## src/rtl/fpx_pkg.sv

```systemverilog
package fpx_pkg;
  localparam int FLAG_W    = 5;
  localparam int STATUS_W  = 64;
  localparam int EN_LSB    = 23;
  localparam int ACC_LSB   = 5;
  localparam int CUR_LSB   = 0;
  localparam int FAULT_BIT = 14;
  localparam int PC_W      = 4;
  localparam int PC_STEP   = 4;

  typedef struct packed {
    logic              trap;
    logic [FLAG_W-1:0] kept;
  } fpx_eval_t;
endpackage

```

## src/rtl/fpx_trap_eval.sv

```systemverilog
module fpx_trap_eval #(
  parameter int FLAG_W = fpx_pkg::FLAG_W
) (
  input  logic [FLAG_W-1:0] raised,
  input  logic [FLAG_W-1:0] enables,
  output logic              trap,
  output logic [FLAG_W-1:0] final_flags
);
  logic [FLAG_W-1:0] masked;
  logic [FLAG_W-1:0] above;
  logic [FLAG_W-1:0] pick;

  assign masked = raised & enables;
  assign trap   = |masked;

  // Priority falls from the top bit down; a bit survives only if nothing above it is set.
  genvar i;
  generate
    for (i = 0; i < FLAG_W; i++) begin : g_prio
      if (i == FLAG_W - 1) begin : g_top
        assign above[i] = 1'b0;
      end else begin : g_rest
        assign above[i] = above[i+1] | masked[i+1];
      end
      assign pick[i] = masked[i] & ~above[i];
    end
  endgenerate

  assign final_flags = trap ? pick : raised;
endmodule

```

## src/rtl/fpx_status_merge.sv

```systemverilog
module fpx_status_merge #(
  parameter int STATUS_W  = fpx_pkg::STATUS_W,
  parameter int FLAG_W    = fpx_pkg::FLAG_W,
  parameter int CUR_LSB   = fpx_pkg::CUR_LSB,
  parameter int ACC_LSB   = fpx_pkg::ACC_LSB,
  parameter int FAULT_BIT = fpx_pkg::FAULT_BIT
) (
  input  logic [STATUS_W-1:0] status_in,
  input  logic                trap,
  input  logic [FLAG_W-1:0]   final_flags,
  output logic [STATUS_W-1:0] status_out
);
  always_comb begin
    status_out = status_in;
    status_out[CUR_LSB +: FLAG_W] = final_flags;
    if (trap) begin
      status_out[FAULT_BIT] = 1'b1;
    end else begin
      status_out[ACC_LSB +: FLAG_W] = status_in[ACC_LSB +: FLAG_W] | final_flags;
    end
  end
endmodule

```

## src/rtl/fpx_status_update.sv

```systemverilog
module fpx_status_update #(
  parameter int STATUS_W  = fpx_pkg::STATUS_W,
  parameter int FLAG_W    = fpx_pkg::FLAG_W,
  parameter int EN_LSB    = fpx_pkg::EN_LSB,
  parameter int ACC_LSB   = fpx_pkg::ACC_LSB,
  parameter int CUR_LSB   = fpx_pkg::CUR_LSB,
  parameter int FAULT_BIT = fpx_pkg::FAULT_BIT,
  parameter int PC_W      = fpx_pkg::PC_W,
  parameter int PC_STEP   = fpx_pkg::PC_STEP
) (
  input  logic                clk,
  input  logic                rst_n,
  input  logic                in_valid,
  output logic                in_ready,
  input  logic [FLAG_W-1:0]   in_flags,
  input  logic [STATUS_W-1:0] in_status,
  output logic                out_valid,
  input  logic                out_ready,
  output logic [STATUS_W-1:0] out_status,
  output logic                out_trap,
  output logic [PC_W-1:0]     out_pc_inc
);
  localparam logic [PC_W-1:0] STEP = PC_W'(PC_STEP);

  fpx_pkg::fpx_eval_t   ev;
  logic [STATUS_W-1:0]  merged;
  logic                 take;

  fpx_trap_eval #(.FLAG_W(FLAG_W)) u_eval (
    .raised      (in_flags),
    .enables     (in_status[EN_LSB +: FLAG_W]),
    .trap        (ev.trap),
    .final_flags (ev.kept)
  );

  fpx_status_merge #(
    .STATUS_W(STATUS_W), .FLAG_W(FLAG_W), .CUR_LSB(CUR_LSB),
    .ACC_LSB(ACC_LSB), .FAULT_BIT(FAULT_BIT)
  ) u_merge (
    .status_in   (in_status),
    .trap        (ev.trap),
    .final_flags (ev.kept),
    .status_out  (merged)
  );

  assign in_ready = !out_valid || out_ready;
  assign take     = in_valid && in_ready;

  always_ff @(posedge clk) begin
    if (!rst_n) begin
      out_valid  <= 1'b0;
      out_status <= '0;
      out_trap   <= 1'b0;
      out_pc_inc <= '0;
    end else if (in_ready) begin
      out_valid <= in_valid;
      if (in_valid) begin
        out_status <= merged;
        out_trap   <= ev.trap;
        out_pc_inc <= ev.trap ? '0 : STEP;
      end
    end
  end

  p_accept_r9: assert property (@(posedge clk) disable iff (!rst_n)
    take |=> out_valid);
  p_hold_r9: assert property (@(posedge clk) disable iff (!rst_n)
    (out_valid && !out_ready) |=> (out_valid && $stable(out_status) && $stable(out_trap)));
  p_fault_r5: assert property (@(posedge clk) disable iff (!rst_n)
    (out_valid && out_trap) |-> out_status[FAULT_BIT]);
  p_single_r2: assert property (@(posedge clk) disable iff (!rst_n)
    (out_valid && out_trap) |-> ($countones(out_status[CUR_LSB +: FLAG_W]) == 1));
  p_pc_r7: assert property (@(posedge clk) disable iff (!rst_n)
    (out_valid && out_trap) |-> (out_pc_inc == '0));
  p_accrue_r4: assert property (@(posedge clk) disable iff (!rst_n)
    (take && !ev.trap) |=> (out_status[ACC_LSB +: FLAG_W] ==
      ($past(in_status[ACC_LSB +: FLAG_W]) | $past(in_flags))));
  p_keep_acc_r4: assert property (@(posedge clk) disable iff (!rst_n)
    (take && ev.trap) |=> (out_status[ACC_LSB +: FLAG_W] == $past(in_status[ACC_LSB +: FLAG_W])));
endmodule

```

## config.mk

```make
export PLATFORM = sky130hd
export DESIGN_NAME = fpx_status_update
export DESIGN_NICKNAME = d
export VERILOG_FILES = /design/src/rtl/fpx_pkg.sv /design/src/rtl/fpx_trap_eval.sv /design/src/rtl/fpx_status_merge.sv /design/src/rtl/fpx_status_update.sv
export SDC_FILE = /design/constraint.sdc
export NUM_CORES = 1
export LEC_CHECK = 0
export ABC_AREA = 1
export ABC_CLOCK_PERIOD_IN_PS = 900
export CAP_MARGIN = 20
export CORE_MARGIN = 8
export CORE_UTILIZATION = 34
export CTS_BUF_LIST = sky130_fd_sc_hd__clkbuf_16
export CTS_CLUSTER_SIZE = 20
export DETAILED_ROUTE_END_ITERATION = 6
export PLACE_DENSITY = 0.79
export SLEW_MARGIN = 30
export SYNTH_ARGS = -nofsm -noshare
export SYNTH_HDL_FRONTEND = slang
export SYNTH_SLANG_ARGS = --single-unit
```

## constraint.sdc

```tcl
create_clock -name clk -period 0.9 [get_ports clk]
set_input_delay 0.09 -clock clk [delete_from_list [all_inputs] [get_ports clk]]
set_output_delay 0.09 -clock clk [all_outputs]
set_load 0.1 [all_outputs]
```

# Yosys cells after proc, flatten, opt, wreduce, memory -nomap -nowiden

Cells that the tools add are included.

Register bits after elaboration: 70
Bits of input ports: 73
Output and inout bits: 71
Logic and storage cells: 25

Muxes and demuxes: 4
Bitwise logic cells: 13
Reductions and logical operators: 4

Operators by type and width:

| operator            | number |
|---|---|
| two-way mux 5 bit   | 2 |
| bitwise AND 5 bit   | 1 |
| OR 5 bit            | 1 |
| OR reduction 5 bit  | 1 |
| bitwise AND 1 bit   | 4 |
| NOT 1 bit           | 4 |
| two-way mux 3 bit   | 1 |
| OR 1 bit            | 3 |
| AND reduction 2 bit | 1 |
| zero test 1 bit     | 1 |
| logical OR 1 bit    | 1 |
| two-way mux 1 bit   | 1 |

# Depth between registers and ports, before layout

Depth in word-level cells: 9
Mapped depth: 9
Gate-level depth less buffers: 8

# Cells and area by module

A second synthesis with hierarchy kept.

Cell total of the unflattened synthesis: 466
Area, all modules: 3405.8 um2

Modules (own cells, without submodules):

| module            | times used | cells each | area an instance (um2) |
|---|---|---|---|
| fpx_status_update | 1          | 367        | 2802.7 |
| fpx_status_merge  | 1          | 75         | 501.7 |
| fpx_trap_eval     | 1          | 24         | 101.3 |

# Worst setup path after synthesis

OpenSTA, ideal clock, no wires.

Path type: register to register
From: register out_valid
To: register out_status[10]
Library setup time: 0.117 ns
Arrival time: 1.968 ns
Data required time: 0.783 ns
Path slack: -1.185 ns
Cell stages (with the launch flop): 8
Buffers on the path: 2
Period minus slack after synthesis: 2.085 ns
Path through: dfxtp_1 > nand2_4 > nand2_4 > inv_2 > buf_6 > buf_6 > nor2_1 > nor2_1

Word-level cells in the longest chain between the ends: 3

Ends and longest elaborated chain:

| item                                 | line                    | source |
|---|---|---|
| from (decl)                          | fpx_status_update.sv:17 | `output logic out_valid,` |
| from (signal assigned)               | fpx_status_update.sv:56 | `out_valid <= in_valid;` |
| zero test 1 bit                      | fpx_status_update.sv:46 | `assign in_ready = !out_valid \|\| out_ready;` |
| logical OR 1 bit                     | fpx_status_update.sv:46 |  |
| net in_ready                         | fpx_status_update.sv:14 | `output logic in_ready,` |
| AND reduction 2 bit (no source line) | --                      |  |
| to (signal assigned)                 | fpx_status_update.sv:58 | `out_status <= merged;` |
| to (decl)                            | fpx_status_update.sv:19 | `output logic [STATUS_W-1:0] out_status,` |

The timed path passes the listed nets, and every way through them passes these cells.
A chain may end at the register's enable or synchronous reset.

# Worst setup path after layout

From: register out_valid
To: output port in_ready

Word-level cells in the longest chain between the ends: 2

Ends and longest elaborated chain:

| item             | line |
|---|---|
| zero test 1 bit  | fpx_status_update.sv:46 |
| logical OR 1 bit | fpx_status_update.sv:46 |
| to (decl)        | fpx_status_update.sv:14 |

Every way passes these cells.

==> metrics.cfg <==
[status]
status=finished, violations left
violations=negative setup slack

[cts]
clock_tree.buffer_depth=2
worstSkewPairLatency_ns=0.32
cts_tree=done
path_clk_slew_ns=0.05
cts_max_level=3
cts_buffers=9
clock_sinks=67
root_buffer=clkbuf_16

[power_and_ir_drop]
combPwrFrac_pct=37.6
peakVddDrop_v=0.001169
power_frac_seq_pct=32.4
pwr-share-clk_pct=30.0
power_mw=10.84
p_per_area_nw_per_um2=1973
p_leak_nw=2.334
p_sw_share_pct=35.98
p_sw_mw=3.900
internal_power_mw=6.940

[min_path]
hp-class=input pin to flip-flop
min_path_cells=3

[grt]
grt-ovfl-total=0
grt_max_degree=37
grt_pass1_vias=2768
grt_pass1_wl_um=13810
antenna_found_initial=0
track_usage_pct=17.32

[sta]
finClkSkew_ns=0.003235
setup_viol=134
fmax_ghz=0.8869
period_share_pct=125.3
grt_setup_unrepaired=yes
report.final.slew_viol_count=0
min_period_ns=1.127
setup_slack_ns=-0.2275
hold_violations=0

[die]
die_h_um=101.7
top_level_ports=144
rows=31
die_area_um2=10340
start_util_pct=34.80
core_area_um2=7176
die_x_um=101.7

[detailed_routing]
first_pass_iters=4
vias_per_cell=4.576
totalWireLength_um=9522
routedWlPerCell_um=16.22
vias=2686
initialDrtViolationCount=59
drc_errors=0
antenna_left=0

[yosys]
yosysSeqAreaShare_pct=53.71
avgSynthCellArea_um2=7.829
synth_cells=319
netlist_area_um2=2497
ys_ff_latch=67
ys_warn_count=0
synth_cell_types=19

[cells_and_area]
drive_gt1_share_pct=45.90
diodes=0
area.growth.synth_to_final_pct=119.9
nets=556
fill_cells=468
utilization_pct=76.55

[setup_path]
cp_data_required_time_ns=0.81
r2r_cells=6
end_kind=output port
path_class=flip-flop to output port
worstSetupStartpointType=flip-flop
cp.arrival_ns=1.04
crit_fanout=3

[job]
maxCapViolCount=0

[placed_design]
hpwl_um=6625
portBuffers=135
gp_congestion=0.7283

==> power by group through the flow <==
stage / combinational, mW / clock (mW) / sequential, mW
6_report: 4.07 / 3.26 / 3.51
5_1_grt: 4.22 / 3.45 / 3.54
4_1_cts: 3.93 / 3.31 / 3.51
3_5_place_dp: 3.72 / 0 / 3.58
3_3_place_gp: 3.68 / 0 / 3.56
2_1_floorplan: 0.583 / 0 / 5.15
==> worst max-delay path, stage by stage, from the launching register on <==
cell and delay [ns]:
dfxtp_4 0.37, nand2_8 0.07, buf_6 0.12, buf_12 0.15
==> stage by stage <==
| stage | hold WS [ns] | cells | setup TNS (ns) | worst slack [ns] | area [um2] |
|---|---|---|---|---|---|
| final | 0.1814 | 587 | -13.04 | -0.2275 | 5493 |
| after global routing | 0.2135 | 587 | -17.93 | -0.2831 | 5493 |
| after CTS | 0.1824 | 578 | -13.88 | -0.2263 | 5281 |
| after detailed placement | 0.4830 | 551 | -31.17 | -0.5324 | 4742 |
| after global placement | 0.4825 | 551 | -29.10 | -0.4715 | 4742 |
| after floorplan | 0.2209 | 321 | -30.87 | -0.4917 | 2600 |
==> synth_stat cells <==
library cell / number / area (um2)
nor2_1: 124 / 465.5
dfxtp_1: 67 / 1341
o21ai_0: 61 / 305.3
nand2_1: 18 / 67.56
a21oi_1: 11 / 55.05
buf_6: 10 / 112.6
clkbuf_1: 7 / 26.28
inv_1: 5 / 18.77
buf_4: 3 / 22.52
buf_2: 2 / 10.01
inv_2: 2 / 7.510
nand2_4: 2 / 22.52
clkbuf_2: 1 / 5.000
conb_1: 1 / 3.750
nand3_2: 1 / 10.01
nand3b_1: 1 / 7.510
nor2_2: 1 / 6.260
nor3_1: 1 / 5.000
o21ai_1: 1 / 5.000
==> logic make-up after synthesis <==
logic type | after synthesis | share of synthesized area, %
other | 1 | 0.1502
buffers and inverters | 30 | 8.116
DFF | 67 | 53.71
AOI/OAI and AO/OA | 73 | 14.63
and+or+nand+nor | 148 | 23.40
==> worst paths after layout <==
check	startpoint	slack, ns	to
worst min register to register	out_pc_inc[2]$_SDFFE_PN0P_	0.49	out_pc_inc[2]$_SDFFE_PN0P_
worst min-delay path	rst_n	0.18	out_pc_inc[2]$_SDFFE_PN0P_
worst max-delay path	out_valid$_SDFFE_PN0N_	-0.23	in_ready
worst max register to register	out_valid$_SDFFE_PN0N_	-0.22	out_status[17]$_SDFFE_PN0P_
==> timing repair <==
action / 4_1_cts / 5_1_grt
pin swaps: 2 / 1
endpoints found under the setup margin: 135 / 135
gates cloned: 3 / 3
buffers inserted: 8 / 6
hold buffers: 0 / 0
resized for setup: 55 / 53
endpoints found under the hold margin: 0 / 0
==> area by class of cell <==
cell class	instances	area, um2	area share [%]
inverters	7	33.78	0.6150
clock inverters	7	52.55	0.9567
well taps	99	123.9	2.255
flip-flops and latches	67	1448	26.36
repair buffers	173	2502	45.56
clock buffers	9	225.2	4.100
multi-input cells	225	1107	20.16
==> layout by cell type, fill, tap and decap left out, types with 2 or more instances in the layout <==
cell	instances
conb_1	3
buf_4	25
bufbuf_16	2
clkbuf_16	11
dfxtp_2	58
nor2_4	3
dfxtp_4	9
o21ai_2	16
o21ai_1	35
clkdlybuf4s50_1	65
nand2_1	18
nor2_2	15
clkinv_1	3
buf_6	2
o21ai_0	11
inv_1	8
nor2_1	107
buf_12	74
nand2_8	2
a21oi_1	11
==> per-layer routing <==
layer / global-route usage (%) / up-vias / wire, um
met2: 31.19 / 92 / 5020
met5: 0 / - / 0
met3: 6.529 / 13 / 787
met4: 6.758 / 0 / 162
met1: 17.64 / 1237 / 3551
li1: - / 1344 / -
==> state kept, by name (all words and copies together) (netlist names) <==
| name | count |
|---|---|
| out_status | 64 |
| out_valid | 1 |
| out_trap | 1 |
| out_pc_inc | 1 |
No activity file was read; power rests on OpenSTA's default activity.
